===== src/rtl/sdpc_pkg.sv =====
// Shared types for the card power-cycle sequencer.
// Assumes nothing beyond IEEE 1800-2017 enums.
package sdpc_pkg;

    typedef enum logic [2:0] {
        ST_IDLE,
        ST_HRST,
        ST_CYCLE,
        ST_RAMP,
        ST_OFF,
        ST_ON,
        ST_READY
    } seq_state_e;

    typedef enum logic [1:0] {
        PAD_RELEASE,
        PAD_LOW,
        PAD_HIGH,
        PAD_CLOCKED
    } pad_mode_e;

endpackage


===== src/rtl/sdpc_delay_timer.sv =====
// Interval down-counter. A load presets it to N-1, so the owning state
// lasts exactly N clocks. expired_o is high when the count is zero.
// Assumes every loaded value fits in W bits.
module sdpc_delay_timer #(
    parameter int W = 8
) (
    input  logic         clk,
    input  logic         rst_n,
    input  logic         load_i,
    input  logic [W-1:0] load_val_i,
    output logic         expired_o
);

    logic [W-1:0] cnt_q;

    // Preset on load, otherwise count down to zero and hold there.
    always_ff @(posedge clk) begin
        if (!rst_n) begin
            cnt_q <= '0;
        end else if (load_i) begin
            cnt_q <= load_val_i;
        end else if (cnt_q != '0) begin
            cnt_q <= cnt_q - 1'b1;
        end
    end

    assign expired_o = (cnt_q == '0);

endmodule


===== src/rtl/sdpc_card_clk.sv =====
// Card clock divider. While enabled it toggles every HALF system clocks,
// starting low. rise_o flags the system clock whose edge makes the card
// clock go high. Assumes HALF >= 1; the card clock is synchronous to clk.
module sdpc_card_clk #(
    parameter int HALF = 2
) (
    input  logic clk,
    input  logic rst_n,
    input  logic en_i,
    output logic ck_o,
    output logic rise_o
);

    localparam int CW = (HALF > 1) ? $clog2(HALF) : 1;
    localparam logic [CW-1:0] TERM = CW'(HALF - 1);

    logic [CW-1:0] div_q;
    logic          ck_q;

    // Divide down the system clock; hold low and cleared when disabled.
    always_ff @(posedge clk) begin
        if (!rst_n || !en_i) begin
            div_q <= '0;
            ck_q  <= 1'b0;
        end else if (div_q == TERM) begin
            div_q <= '0;
            ck_q  <= ~ck_q;
        end else begin
            div_q <= div_q + 1'b1;
        end
    end

    assign rise_o = en_i && (div_q == TERM) && !ck_q;
    assign ck_o   = ck_q && en_i;

endmodule


===== src/rtl/sdpc_pad_mux.sv =====
// Maps the sequencer pad mode onto pin enable and levels.
// Assumes clock, command and data share one output enable.
module sdpc_pad_mux
    import sdpc_pkg::*;
#(
    parameter int DAT_W = 8
) (
    input  pad_mode_e        mode_i,
    input  logic             div_ck_i,
    output logic             oe_o,
    output logic             ck_o,
    output logic             cmd_o,
    output logic [DAT_W-1:0] dat_o
);

    // Select enable and level per mode.
    always_comb begin
        oe_o  = 1'b1;
        ck_o  = 1'b0;
        cmd_o = 1'b0;
        dat_o = '0;
        case (mode_i)
            PAD_RELEASE: oe_o = 1'b0;
            PAD_LOW:     ;
            PAD_HIGH: begin
                cmd_o = 1'b1;
                dat_o = '1;
            end
            PAD_CLOCKED: begin
                ck_o  = div_ck_i;
                cmd_o = 1'b1;
                dat_o = '1;
            end
            default: oe_o = 1'b0;
        endcase
    end

endmodule


===== src/rtl/sd_pwr_cycle_seq.sv =====
// Card power-cycle sequencer: host reset, supply off with pins low,
// supply on and ramp, pins high, then card clock for INIT_CLKS edges.
// Assumes the supply regulator follows vcc_en_o and that the host
// engines honour host_rst_o within RST_CYCLES clocks.
module sd_pwr_cycle_seq
    import sdpc_pkg::*;
#(
    parameter int SYS_CLK_HZ  = 100_000_000,
    parameter int RAMP_CYCLES = 50_000,
    parameter int RST_CYCLES  = 16,
    parameter int CK_HALF     = 125,
    parameter int INIT_CLKS   = 74,
    parameter int DAT_W       = 8
) (
    input  logic             clk,
    input  logic             rst_n,
    input  logic             start_i,
    output logic             host_rst_o,
    output logic             vcc_en_o,
    output logic             busy_o,
    output logic             ready_o,
    output logic             line_oe_o,
    output logic             ck_o,
    output logic             cmd_o,
    output logic [DAT_W-1:0] dat_o
);

    localparam int MS_CYCLES = SYS_CLK_HZ / 1000;
    localparam int MAX_A     = (MS_CYCLES > RAMP_CYCLES) ? MS_CYCLES : RAMP_CYCLES;
    localparam int TMR_MAX   = (MAX_A > RST_CYCLES) ? MAX_A : RST_CYCLES;
    localparam int TW        = $clog2(TMR_MAX + 1);
    localparam int EW        = $clog2(INIT_CLKS + 1);
    localparam logic [EW-1:0] LAST_EDGE = EW'(INIT_CLKS - 1);

    seq_state_e    state_q, state_d;
    logic          tmr_load;
    logic [TW-1:0] tmr_val;
    logic          tmr_done;
    logic          vcc_q;
    logic [EW-1:0] edge_q;
    logic          clk_en;
    logic          div_ck;
    logic          div_rise;
    pad_mode_e     pad_mode;

    sdpc_delay_timer #(.W(TW)) u_timer (
        .clk        (clk),
        .rst_n      (rst_n),
        .load_i     (tmr_load),
        .load_val_i (tmr_val),
        .expired_o  (tmr_done)
    );

    sdpc_card_clk #(.HALF(CK_HALF)) u_ckdiv (
        .clk    (clk),
        .rst_n  (rst_n),
        .en_i   (clk_en),
        .ck_o   (div_ck),
        .rise_o (div_rise)
    );

    sdpc_pad_mux #(.DAT_W(DAT_W)) u_pads (
        .mode_i   (pad_mode),
        .div_ck_i (div_ck),
        .oe_o     (line_oe_o),
        .ck_o     (ck_o),
        .cmd_o    (cmd_o),
        .dat_o    (dat_o)
    );

    // Next state and timer preset for the state being entered.
    always_comb begin
        state_d  = state_q;
        tmr_load = 1'b0;
        tmr_val  = '0;
        case (state_q)
            ST_IDLE, ST_READY: if (start_i) begin
                state_d  = ST_HRST;
                tmr_load = 1'b1;
                tmr_val  = TW'(RST_CYCLES - 1);
            end
            ST_HRST: if (tmr_done) begin
                state_d  = ST_CYCLE;
                tmr_load = 1'b1;
                tmr_val  = TW'(MS_CYCLES - 1);
            end
            ST_CYCLE: if (tmr_done) begin
                state_d  = ST_RAMP;
                tmr_load = 1'b1;
                tmr_val  = TW'(RAMP_CYCLES - 1);
            end
            ST_RAMP: if (tmr_done) begin
                state_d  = ST_OFF;
                tmr_load = 1'b1;
                tmr_val  = TW'(MS_CYCLES - 1);
            end
            ST_OFF: if (tmr_done) state_d = ST_ON;
            ST_ON: if (div_rise && edge_q == LAST_EDGE) state_d = ST_READY;
            default: state_d = ST_IDLE;
        endcase
    end

    // State register.
    always_ff @(posedge clk) begin
        if (!rst_n) state_q <= ST_IDLE;
        else        state_q <= state_d;
    end

    // Supply enable: drop after host reset, restore after the low window.
    always_ff @(posedge clk) begin
        if (!rst_n)                               vcc_q <= 1'b0;
        else if (state_q == ST_HRST && tmr_done)  vcc_q <= 1'b0;
        else if (state_q == ST_CYCLE && tmr_done) vcc_q <= 1'b1;
    end

    // Count card clock rising edges while in power-on.
    always_ff @(posedge clk) begin
        if (!rst_n || state_q != ST_ON) edge_q <= '0;
        else if (div_rise)              edge_q <= edge_q + 1'b1;
    end

    // Pad mode per state.
    always_comb begin
        case (state_q)
            ST_CYCLE, ST_RAMP: pad_mode = PAD_LOW;
            ST_OFF:            pad_mode = PAD_HIGH;
            ST_ON, ST_READY:   pad_mode = PAD_CLOCKED;
            default:           pad_mode = PAD_RELEASE;
        endcase
    end

    assign clk_en     = (state_q == ST_ON) || (state_q == ST_READY);
    assign host_rst_o = (state_q == ST_HRST);
    assign vcc_en_o   = vcc_q;
    assign busy_o     = (state_q != ST_IDLE) && (state_q != ST_READY);
    assign ready_o    = (state_q == ST_READY);

    // Checker: length of the current unpowered, driven-low run.
    localparam int LW = $clog2(MS_CYCLES + 2);
    localparam logic [LW-1:0] LSAT = '1;
    logic [LW-1:0] low_run_q;

    // Saturating run counter of supply-off cycles with the pins driven.
    always_ff @(posedge clk) begin
        if (!rst_n || vcc_en_o || !line_oe_o) low_run_q <= '0;
        else if (low_run_q != LSAT)           low_run_q <= low_run_q + 1'b1;
    end

    p_rst_precedes_off_r2: assert property (@(posedge clk) disable iff (!rst_n)
        $fell(vcc_en_o) |-> $past(host_rst_o));

    p_lines_low_unpowered_r3: assert property (@(posedge clk) disable iff (!rst_n)
        (!vcc_en_o && line_oe_o) |-> (!ck_o && !cmd_o && dat_o == '0));

    p_min_low_window_r4: assert property (@(posedge clk) disable iff (!rst_n)
        $rose(vcc_en_o) |-> (int'(low_run_q) >= MS_CYCLES));

    p_ready_powered_r7: assert property (@(posedge clk) disable iff (!rst_n)
        ready_o |-> (vcc_en_o && line_oe_o && cmd_o && (&dat_o)));

    p_start_ignored_r8: assert property (@(posedge clk) disable iff (!rst_n)
        $rose(host_rst_o) |-> $past(!busy_o));

    p_release_in_reset_r10: assert property (@(posedge clk) disable iff (!rst_n)
        host_rst_o |-> !line_oe_o);

endmodule


===== config.mk =====
export PLATFORM = sky130hd
export DESIGN_NAME = sd_pwr_cycle_seq
export DESIGN_NICKNAME = d
export VERILOG_FILES = /design/src/rtl/sdpc_pkg.sv /design/src/rtl/sdpc_delay_timer.sv /design/src/rtl/sdpc_card_clk.sv /design/src/rtl/sdpc_pad_mux.sv /design/src/rtl/sd_pwr_cycle_seq.sv
export SDC_FILE = /design/constraint.sdc
export NUM_CORES = 1
export LEC_CHECK = 0
export BUFFER_PORTS_ARGS = -buffer_cell sky130_fd_sc_hd__buf_2
export CAP_MARGIN = 30
export CORE_MARGIN = 4
export CORE_UTILIZATION = 45
export DETAILED_ROUTE_END_ITERATION = 7
export GPL_TIMING_DRIVEN = 0
export PLACE_DENSITY = 0.72
export RECOVER_POWER = 50
export SLEW_MARGIN = 5
export SYNTH_ARGS = -nofsm -noshare
export SYNTH_HDL_FRONTEND = slang
export SYNTH_SLANG_ARGS = --single-unit

===== constraint.sdc =====
create_clock -name clk -period 2.4 [get_ports clk]
set_input_delay 0.12 -clock clk [delete_from_list [all_inputs] [get_ports clk]]
set_output_delay 0.12 -clock clk [all_outputs]
set_load 0.02 [all_outputs]

* Word level (Yosys, flattened, before mapping)
Cells that the tools add are included.
Cells by class: $add $sub $neg 3, eq/ne operators 18, mux-type cells 21, bitwise gates (word level) 2, reductions and logical operators 28
Operator list (number):
- $mux W17 | 3
- $pmux W17 S3 | 1
- $mux W3 | 6
- $pmux W3 S6 | 1
- $logic_not A17 Y1 | 1
- $reduce_bool A17 Y1 | 1
- $sub A17 B1 Y17 const B | 1
- $mux W16 | 1
- $add A7 B1 Y7 const B | 2
- $eq A7 B7 Y1 const B | 2
- $reduce_or A2 Y1 | 7
- $ne A2 B2 Y1 const B | 5
- $eq A3 B3 Y1 const B | 3
- $mux W8 | 1
- $logic_and A1 B1 Y1 | 7
- $eq A3 B2 Y1 const B | 2
- $ne A3 B3 Y1 const B | 2
- $pmux W2 S3 | 1
- $reduce_and A6 Y1 | 1
- $mux W1 | 5
- $eq A2 B2 Y1 const B | 2
- $mux W4 | 1
- $eq A3 B1 Y1 const B | 1
- $logic_not A1 Y1 | 3
- other kinds (9) | 12
Word-level totals: flip-flop bits (word level) 36, output and inout port bits 15

* Depth between registers and ports, before layout
Gate-level depths: netlist (run 1).
depth in word-level cells 7, mapped depth 8, depth with buffers taken out 7

* Hierarchy
From an unflattened synthesis (run 1), not the netlist that was laid out.
Unflattened totals: cell total of the unflattened synthesis 258, area total of the unflattened synthesis 2098.3 um2
Modules (own cells, without submodules):
- sdpc_delay_timer | times used 1, cells each 111, area each 919.6 um2, sequential area each 340.3 um2
- sd_pwr_cycle_seq | times used 1, cells each 94, area each 742.0 um2, sequential area each 220.2 um2
- sdpc_card_clk | times used 1, cells each 42, area each 359.1 um2, sequential area each 160.2 um2
- sdpc_pad_mux | times used 1, cells each 11, area each 77.6 um2, sequential area each 0.0 um2

* Worst setup path before layout (run 1)
OpenSTA, ideal clock, no wires.
path kind register to register, from reg u_timer.cnt_q[0], to reg state_q[0], library setup time 0.116 ns, arrival 1.908 ns, data required time 2.284 ns, setup slack 0.376 ns, stages on the path, launching flop included 9, path buffers 1, period minus slack after synthesis 2.024 ns, path through dfxtp_1 > inv_1 > ha_1 > nor3b_1 > nand2_2 > or2_1 > buf_6 > a22o_1 > o211a_1
Between the ends: cells in the longest elaborated chain, start to end 3, elaborated cells on any way between the ends 6, classes of those cells eq/ne (4); reduce/logical (2)
Ends and longest elaborated chain:
- from (decl) | RTL line sdpc_delay_timer.sv:14 | logic [W-1:0] cnt_q;
- from (signal assigned) | RTL line sdpc_delay_timer.sv:21 | cnt_q <= load_val_i;
- from (signal assigned) | RTL line sdpc_delay_timer.sv:23 | cnt_q <= cnt_q - 1'b1;
- $logic_not A17 Y1 * | RTL line sdpc_delay_timer.sv:27 | assign expired_o = (cnt_q == '0);
- $ne A2 B2 Y1 (no source line) / $ne A2 B1 Y1 (equally long branches)
- $reduce_and A6 Y1 (no source line) *
- to (signal assigned) | RTL line sd_pwr_cycle_seq.sv:106 | else state_q <= state_d;
- to (decl) | RTL line sd_pwr_cycle_seq.sv:35 | seq_state_e state_q, state_d;
Mark *: on every way between the ends. The rest lies on a longest branch, timed or not. A chain may end at the register's enable or synchronous reset.

* Worst setup path in the final report (run 1)
from reg u_timer.cnt_q[3], to reg u_timer.cnt_q[15]
Between the ends: cells in the longest elaborated chain, start to end 4, elaborated cells on any way between the ends 11, classes of those cells add/sub (1); mux (7); reduce/logical (3)
Ends and longest elaborated chain:
- parallel branches: the longest is 4 deep, another holds $sub A17 B1 Y17
Several ways; the timed one is not identified. The select of a mux whose other input is x is not followed.

==> results of run 1 <==
registers in the layout, indices dropped and copies added (netlist names):
signal and flops:
u_timer.cnt_q 17, edge_q 7, vcc_en_o 1, u_ckdiv.ck_q 1
state_q 3, u_ckdiv.div_q 7
power groups by stage:
stage	Combinational [mW]	Sequential [mW]	Clock (mW)
finish	1.92	0.891	0.461
global route	2.12	0.910	0.510
CTS	1.94	0.889	0.479
detailed placement	1.93	0.898	0
global placement	1.89	0.891	0
floorplan	1.54	0.869	0
synthesized netlist by cell type, types with 3 or more instances:
cell type	number	share of area [%]
dfxtp_1	36	34
nor2_1	31	5.4
xnor2_1	20	8.2
nand2_1	16	2.8
a21oi_1	15	3.5
o21ai_0	12	2.8
clkbuf_1	9	1.6
inv_1	9	1.6
nor3_1	9	2.1
and3_1	8	2.3
buf_4	8	2.8
ha_1	8	4.7
nand3_1	8	1.9
nor4_1	5	1.5
xor2_1	5	2.0
a211oi_1	3	1.1
a31oi_1	3	0.88
nand2b_1	3	0.88
nand4_1	3	0.88
o31ai_1	3	1.1
logic make-up after synthesis:
group / after synthesis
multiplexers: 2
XOR/XNOR: 25
adder cells (fa/ha/maj): 9
flip-flops: 36
AO/OA/AOI/OAI: 52
buffers and inverters: 31
AND/OR/NAND/NOR: 103
final timing paths:
path	start	endpoint	cells after the start
worst max-delay path	u_timer.cnt_q[3]$_SDFFE_PN0P_	u_timer.cnt_q[15]$_SDFFE_PN0P_	6
worst min register to register	u_ckdiv.div_q[0]$_SDFF_PP0_	u_ckdiv.div_q[0]$_SDFF_PP0_	1
worst min-delay path	rst_n	u_ckdiv.ck_q$_SDFFE_PP0N_	3
worst max register to register	u_timer.cnt_q[3]$_SDFFE_PN0P_	u_timer.cnt_q[15]$_SDFFE_PN0P_	6
tightest hold or removal path: stages:
cell and delay, ns:
buf_2 0.10, nand3_1 0.10, nor2_1 0.05
metal layers:
metal  track usage (%)  up-vias  share of wire (%)
met3              4.22        6                3.8
met4              6.23        0                1.1
met5                 0        -                  0
met2              27.3       37                 48
met1              21.9      892                 47
li1                  -      947                  -
repair_timing:
| action | CTS | global route |
|---|---|---|
| gates resized for setup | 1 | 2 |
| setup endpoints to repair | 2 | 12 |
| pin swaps | 0 | 0 |
final cells by class:
type | instances | area share (%)
multi-input cells | 191 | 53.5
flip-flops and latches | 36 | 30.2
plain buffers | 19 | 4.61
clock buffers | 7 | 4.04
repair buffers | 16 | 3.09
well taps | 52 | 2.73
inverters | 12 | 1.89
==> flow_summary.yaml, run 1 <==
yosys:
  synth_mux_area_share_pct: 0.933
  yosys_warnings: 0
  synth_fp_nets: 269
  ys_types: 55
  ys_seq_area_share_pct: 33.6
  synthCells: 258
  async_flop_share_pct: 0
  synth_top_family_by_area: "simple AND/OR/NAND/NOR gates"
  synth_edf_count: 0
  yosys.area_share.simple_pct: 27.2
  avgSynthCellArea_um2: 8.31
  ys_seq_elements: 36
  yosys.area_share.adder_pct: 5.13
  synthXorXnorAreaFrac_pct: 10.2
  synth_compound_area_share_pct: 15.4
  ys.flop_type: "dfxtp_1"
  syn_area_mm2: 0.00214
min_path:
  hp-class: "in -> reg"
timing:
  relSlewSlack_pct: 52.6
  finalCriticalPeriod_ns: 2.21
  fmax_mhz: 453
  fin_tns_setup_ns: 0
  hold_ws_ns: 0.134
  worstMarginPinSlew_ns: 0.706
  setup_violations: 0
  maxSlewViolCount: 0
  rsz0062_at_grt: "false"
  finalClockSkew_ns: 0.00370
  fin_crit_sh_pct: 92.1
  finalHoldViolations: 0
  worst_slack_ns: 0.190
clocking:
  numCtsBuffers: 5
  post-cts-setup-buffers: 0
  tritoncts: "done"
  clockBufferDepth: 2
  cts_root_buffer: "clkbuf_8"
  path_clk_slew_ns: 0.07
  clock_latency_ns: 0.28
  cts_hold_buf: 0
  cts_sinks: 36
  htree_levels: 2
pwr:
  finalPower_mw: 3.27
  peakVddDrop_uv: 684
  power_frac_seq_pct: 27.2
  clockPowerShare_pct: 14.1
  power.leakage_nw: 0.917
  power.switching_mw: 1.52
  power_density_mw_per_mm2: 1370
  swShare_pct: 46.4
  p_comb_share_pct: 58.7
  intPower_mw: 1.75
floorplan:
  core_area_mm2: 0.00447
  num_rows: 24
  die_h_um: 77.0
  die_x_um: 77.0
  ioPinCount: 18
  dieArea_mm2: 0.00593
  initial_utilization_pct: 47.9
drt:
  viasPerCell: 5.65
  wl_um: 4810
  vias: 1882
  drtIter0Drc: 156
  drc: 0
  wl_per_cell_um: 14.4
  dr.pass1.iters: 4
  ant_nets: 0
placement:
  place_ws_ns: -0.0171
  io_buffer_count: 16
  place_area_mm2: 0.00229
  dp_cells: 326
  gp_congestion: 0.837
  post-dp-hpwl_um: 3510
layout:
  fin_util_pct: 53.4
  nets: 292
  antenna-diode-count: 0
  layout_commonest_cell: "dfxtp_1"
  syn2layout_area_growth_pct: 11.3
  mostFrequentLayoutCells: "36 x dfxtp_1, 31 x nor2_1, 20 x xnor2_1"
  drive_gt1_share_pct: 14.2
  seq_area_um2: 721
  multi_input_area_mm2: 0.00128
  stdcell_count: 333
  fill_cells: 432
  stdcell_area_mm2: 0.00239
global_route:
  grt_pass1_vias: 1826
  grt.total_usage_pct: 16.9
  grt_antenna_before_repair: 0
  overflow: 0
  grt_pass1_wl_um: 8330
  grt_max_degree: 11
setup_path:
  end_kind: "flip-flop"
  crit_chain: "nor4_4 > nand4b_2 > clkbuf_2 > or3b_1 > a21oi_1 > a211oi_1"
  cp.required_ns: 2.55
  critPathLaunchType: "flip-flop"
  cpPeakStageDelay_ns: 0.49
  worst-r2r-setup-slack_ns: 0.19
  worstPathMaxFanout: 10
  critical_path_buf_inv_count: 1
  arrival_ns: 2.36
  crit_type: "reg -> reg"
  cpMaxStageDelayCell: "nor4_4"
  crit_family: "simple AND/OR/NAND/NOR gates"
run_status:
  status: "completed"
flow_run:
  drv_cap: 0
Note: power is estimated with default switching activity, not from simulation.
==> run 2, diff against run 1 <==
--- a/config.mk
+++ b/config.mk
@@ -5,7 +5,7 @@
 export SDC_FILE = /design/constraint.sdc
 export NUM_CORES = 1
 export LEC_CHECK = 0
-export BUFFER_PORTS_ARGS = -buffer_cell sky130_fd_sc_hd__buf_2
+export BUFFER_PORTS_ARGS = -buffer_cell sky130_fd_sc_hd__buf_4
 export CAP_MARGIN = 30
 export CORE_MARGIN = 4
 export CORE_UTILIZATION = 45
==> run 2 against run 1 <==
Critical path type unchanged. Die area did not move. Utilization rose by 2.5 points. Routed wire length fell by 6.0%. Sequential cell count did not move. Worst setup slack improved by 0.10 ns. Global-route usage fell by 0.61 points. Combinational power rose by 5%. Critical path depth rose by 1. Power rose by 12%. Sequential power rose by 0.6%. Sequential share of layout area fell by 1.4 points.
==> flow_summary.yaml, run 2 (same netlist as run 1, synthesis figures left out) <==
run_status:
  status: "completed"
pwr:
  peakVddDrop_uv: 706
  power_density_mw_per_mm2: 1460
  power.leakage_nw: 0.960
  finalPower_mw: 3.65
layout:
  largest-register: "u_timer.cnt_q"
  drive_gt1_share_pct: 15.5
  largest_registers: "u_timer.cnt_q: 17 flops, edge_q: 7 flops, u_ckdiv.div_q: 7 flops"
  mostFrequentLayoutCells: "36 x dfxtp_1, 31 x nor2_1, 21 x buf_4"
  nets: 293
  antenna-diode-count: 0
  syn2layout_area_growth_pct: 16.6
  fin_util_pct: 55.9
  largest_register_ffs: 17
  layout_commonest_cell: "dfxtp_1"
clocking:
  clockBufferDepth: 2
  cts_hold_buf: 0
  clock_latency_ns: 0.29
  htree_levels: 2
  cts_root_buffer: "clkbuf_8"
  cts_sinks: 36
  tritoncts: "done"
  numCtsBuffers: 5
  path_clk_slew_ns: 0.08
setup_path:
  end_kind: "flip-flop"
  worst-r2r-setup-slack_ns: 0.29
  arrival_ns: 2.27
  r2r_cells: 7
  worstPathMaxFanout: 10
  critPathLaunchType: "flip-flop"
  crit_type: "reg -> reg"
  crit_start: "u_timer.cnt_q[0]$_SDFFE_PN0P_"
  endpoint: "u_timer.cnt_q[4]$_SDFFE_PN0P_"
  r2r-start: "u_timer.cnt_q[0]$_SDFFE_PN0P_"
  reg2reg_to: "u_timer.cnt_q[4]$_SDFFE_PN0P_"
  cp.required_ns: 2.57
floorplan:
  num_rows: 24
  initial_utilization_pct: 47.9
  ioPinCount: 18
  die_h_um: 77.0
  dieArea_mm2: 0.00593
  die_x_um: 77.0
  core_area_mm2: 0.00447
timing:
  rsz0062_at_grt: "false"
  finalClockSkew_ns: 0.00642
  finalCriticalPeriod_ns: 2.11
  hold_ws_ns: 0.105
  maxSlewViolCount: 0
  relSlewSlack_pct: 53.7
  fin_crit_sh_pct: 87.8
  fmax_mhz: 475
  setup_violations: 0
  finalHoldViolations: 0
  worstMarginPinSlew_ns: 0.689
drt:
  drtIter0Drc: 88
  ant_nets: 0
  dr.pass1.iters: 4
  viasPerCell: 5.50
  vias: 1842
  wl_per_cell_um: 13.5
  wl_um: 4520
  drc: 0
global_route:
  grt_max_degree: 13
  overflow: 0
  grt_pass1_wl_um: 8010
  grt.total_usage_pct: 16.3
  grt_pass1_vias: 1732
  grt_antenna_before_repair: 0
placement:
  gp_congestion: 0.894
  io_buffer_count: 16
  post-dp-hpwl_um: 3260
min_path:
  hp-class: "in -> reg"
  hold_start: "rst_n"
flow_run:
  drv_cap: 0
[run 2: cell count changes in the layout (fill, tap and decap cells not counted), sizes merged]
cell | previous run | this run
clkbuf | 22 | 18
buf | 20 | 23
bufinv | 0 | 3
[run 2: layout make-up]
type / count / area [um2]
fill: 413 / 1970
multi-input combinational: 191 / 1280
sequential: 36 / 721
buffer: 19 / 116
timing repair buffer: 17 / 113
clock inverter: 3 / 90.1
clock buffer: 5 / 68.8
tap: 52 / 65.1
inverter: 12 / 45.0
[run 2: power breakdown]
part | switching, mW | total (mW) | internal (mW)
registers | 0.157 | 0.896 | 0.738
clock network | 0.230 | 0.750 | 0.520
logic | 1.15 | 2.01 | 0.853
[run 2: worst min-delay path by stage]
stage / to / slack (ns) / cells after the start
floorplan: u_ckdiv.ck_q$_SDFFE_PP0N_ / 0.28 / 2
global placement: u_ckdiv.ck_q$_SDFFE_PP0N_ / 0.42 / 3
detailed placement: u_ckdiv.ck_q$_SDFFE_PP0N_ / 0.42 / 3
CTS: u_ckdiv.ck_q$_SDFFE_PP0N_ / 0.1 / 3
global route: u_ckdiv.ck_q$_SDFFE_PP0N_ / 0.12 / 3
finish: u_ckdiv.ck_q$_SDFFE_PP0N_ / 0.10 / 3
[run 2: layer usage]
metal / track usage (%) / up-vias / part of all wire, %
li1: - / 954 / -
met1: 22.7 / 841 / 49
met2: 25.2 / 37 / 46
met3: 3.51 / 10 / 3.8
met4: 5.34 / 0 / 1.7
met5: 0 / - / 0
[run 2: timing repair]
action / CTS / global route
pin swaps: 0 / 1
setup endpoints to repair: 2 / 12
endpoints found under the hold margin: 0 / 0
setup buffers: 0 / 1
resized for setup: 1 / 3
[run 2: stage by stage]
step	area (um2)	std cells	setup slack, ns	setup TNS [ns]
after CTS	2490	334	0.121	0
after global placement	2330	326	-0.00565	-0.00565
after detailed placement	2330	326	-0.0184	-0.0184
after global routing	2500	335	0.124	0
after floorplan	2140	258	0.376	0
final	2500	335	0.294	0
[run 2: worst max-delay path: stages (launching register included)]
cell	delay, ns
dfxtp_1	0.32
inv_1	0.10
ha_1	0.15
nor3b_2	0.28
nand2_2	0.24
or3_1	0.44
o31ai_2	0.35
a2111oi_0	0.10
==> run 3, diff against run 2 <==
--- a/config.mk
+++ b/config.mk
@@ -7,7 +7,7 @@
 export LEC_CHECK = 0
 export BUFFER_PORTS_ARGS = -buffer_cell sky130_fd_sc_hd__buf_4
 export CAP_MARGIN = 30
-export CORE_MARGIN = 4
+export CORE_MARGIN = 3
 export CORE_UTILIZATION = 45
 export DETAILED_ROUTE_END_ITERATION = 7
 export GPL_TIMING_DRIVEN = 0
==> constraint.sdc (replaced) <==
create_clock -name clk -period 2.5 [get_ports clk]
set_input_delay 0.125 -clock clk [delete_from_list [all_inputs] [get_ports clk]]
set_output_delay 0.125 -clock clk [all_outputs]
set_load 0.02 [all_outputs]
==> run 3 against run 2 <==
Sequential power is 4.9% lower. First-iteration DRC count is 6.8% higher. Non-clock buffer count is 1 lower. Sequential share of layout area is 1.2 points higher. Clock skew hardly changed. Critical endpoint unchanged. Largest power group unchanged. Highest routed layer unchanged.
==> flow_summary.yaml, run 3 (same netlist as run 1, synthesis figures left out) <==
clocking:
  htree_levels: 2
  numCtsBuffers: 5
  tritoncts: "done"
  clockBufferDepth: 2
  path_clk_slew_ns: 0.07
  clock_latency_ns: 0.28
  cts_sinks: 36
  cts_root_buffer: "clkbuf_8"
  cts_hold_buf: 0
layout:
  layout_commonest_cell: "dfxtp_1"
  largest_register_ffs: 17
  largest_registers: "u_timer.cnt_q: 17 flops, edge_q: 7 flops, u_ckdiv.div_q: 7 flops"
  nets: 292
  stdcell_area_mm2: 0.00240
  mostFrequentLayoutCells: "36 x dfxtp_1, 31 x nor2_1, 20 x xnor2_1"
  stdcell_count: 334
  largest-register: "u_timer.cnt_q"
  antenna-diode-count: 0
  syn2layout_area_growth_pct: 12.0
  drive_gt1_share_pct: 13.5
timing:
  fin_crit_sh_pct: 93.6
  finalClockSkew_ns: 0.00664
  worstMarginPinSlew_ns: 0.644
  finalCriticalPeriod_ns: 2.34
  worst_slack_ns: 0.160
  finalHoldViolations: 0
  maxSlewViolCount: 0
  relSlewSlack_pct: 56.7
  fmax_mhz: 427
  rsz0062_at_grt: "false"
  hold_ws_ns: 0.126
  setup_violations: 0
  fin_tns_setup_ns: 0
global_route:
  grt.total_usage_pct: 17.7
  grt_max_degree: 12
  grt_pass1_wl_um: 7820
  grt_pass1_vias: 1625
  grt_antenna_before_repair: 0
  overflow: 0
min_path:
  whs_path_depth: 3
  hold_start: "rst_n"
  holdPathEnd: "u_ckdiv.ck_q$_SDFFE_PP0N_"
  hp-class: "in -> reg"
drt:
  wl_per_cell_um: 13.5
  drtIter0Drc: 94
  wl_um: 4500
  viasPerCell: 5.50
  vias: 1836
  ant_nets: 0
  drc: 0
  dr.pass1.iters: 4
floorplan:
  ioPinCount: 18
  initial_utilization_pct: 47.9
  core_area_mm2: 0.00447
  dieArea_mm2: 0.00563
  die_h_um: 75.0
  die_x_um: 75.0
  num_rows: 24
pwr:
  power_density_mw_per_mm2: 1310
  power.leakage_nw: 0.919
  peakVddDrop_uv: 641
setup_path:
  cpMaxStageDelayCell: "or3_1"
  crit_type: "reg -> reg"
  cp.required_ns: 2.65
  arrival_ns: 2.49
  critPathLaunchType: "flip-flop"
  crit_family: "simple AND/OR/NAND/NOR gates"
  end_kind: "flip-flop"
  r2r-start: "u_timer.cnt_q[3]$_SDFFE_PN0P_"
  crit_chain: "nor4_4 > nand4b_1 > or3_1 > o31ai_1 > a2111oi_0"
  worst-r2r-setup-slack_ns: 0.16
  cpPeakStageDelay_ns: 0.49
  critical_path_buf_inv_count: 0
  r2r_cells: 5
  reg2reg_to: "u_timer.cnt_q[4]$_SDFFE_PN0P_"
  worstPathMaxFanout: 8
flow_run:
  drv_cap: 0
placement:
  place_ws_ns: 0.0747
  gp_congestion: 0.845
  io_buffer_count: 16
  place_area_mm2: 0.00233
  dp_cells: 326
  post-dp-hpwl_um: 3300
run_status:
  status: "completed"
## run 3: how the worst max path moves through the flow
stage | start | end | slack, ns | cells after the start
floorplan | u_timer.cnt_q[0]$_SDFFE_PN0P_ | state_q[0]$_SDFFE_PN0P_ | 0.48 | 8
global placement | u_timer.cnt_q[0]$_SDFFE_PN0P_ | u_timer.cnt_q[4]$_SDFFE_PN0P_ | 0.12 | 7
detailed placement | u_timer.cnt_q[0]$_SDFFE_PN0P_ | u_timer.cnt_q[4]$_SDFFE_PN0P_ | 0.07 | 7
CTS | u_timer.cnt_q[0]$_SDFFE_PN0P_ | u_timer.cnt_q[4]$_SDFFE_PN0P_ | 0.06 | 7
global route | u_timer.cnt_q[3]$_SDFFE_PN0P_ | u_timer.cnt_q[4]$_SDFFE_PN0P_ | 0.01 | 5
finish | u_timer.cnt_q[3]$_SDFFE_PN0P_ | u_timer.cnt_q[4]$_SDFFE_PN0P_ | 0.16 | 5
## run 3: through the flow
step	util (%)	power, mW
after detailed placement	52.1	2.75
after floorplan	-	2.31
after CTS	54.1	3.18
after global placement	52.1	2.73
final	53.7	3.15
after global routing	53.7	3.43
## run 3: layer usage
layer  track usage [%]  wire length (um)  vias up
met5                 0                 0        -
met4              4.15                39        0
met3              4.14               149        5
met2              27.9              2100       20
met1              24.6              2210      865
li1                  -                 -      946
## run 3: repair_timing
action                                  CTS  global route
resized for setup                         0             1
endpoints found under the setup margin    0             2
buffers inserted                          0             0
## run 3: final cells by class
cell class,count,area (um2)
Sequential cell,36,721
Timing Repair Buffer,16,101
Buffer,19,116
Inverter,12,45.0
Clock buffer,6,82.6
Fill cell,428,2070
Clock inverter,2,10.0
Tap cell,52,65.1
Multi-Input combinational cell,191,1260
## run 3: worst reg2reg max path, stage by stage (launching register included)
cell and delay [ns]:
dfxtp_1 0.37, nor4_4 0.46, nand4b_1 0.33, or3_1 0.49, o31ai_1 0.45, a2111oi_0 0.11
## run 3: power by group
group          leakage [nW]  switching (mW)  internal [mW]
combinational         0.575            1.09          0.783
clock                0.0510           0.203          0.220
sequential            0.293           0.143          0.709
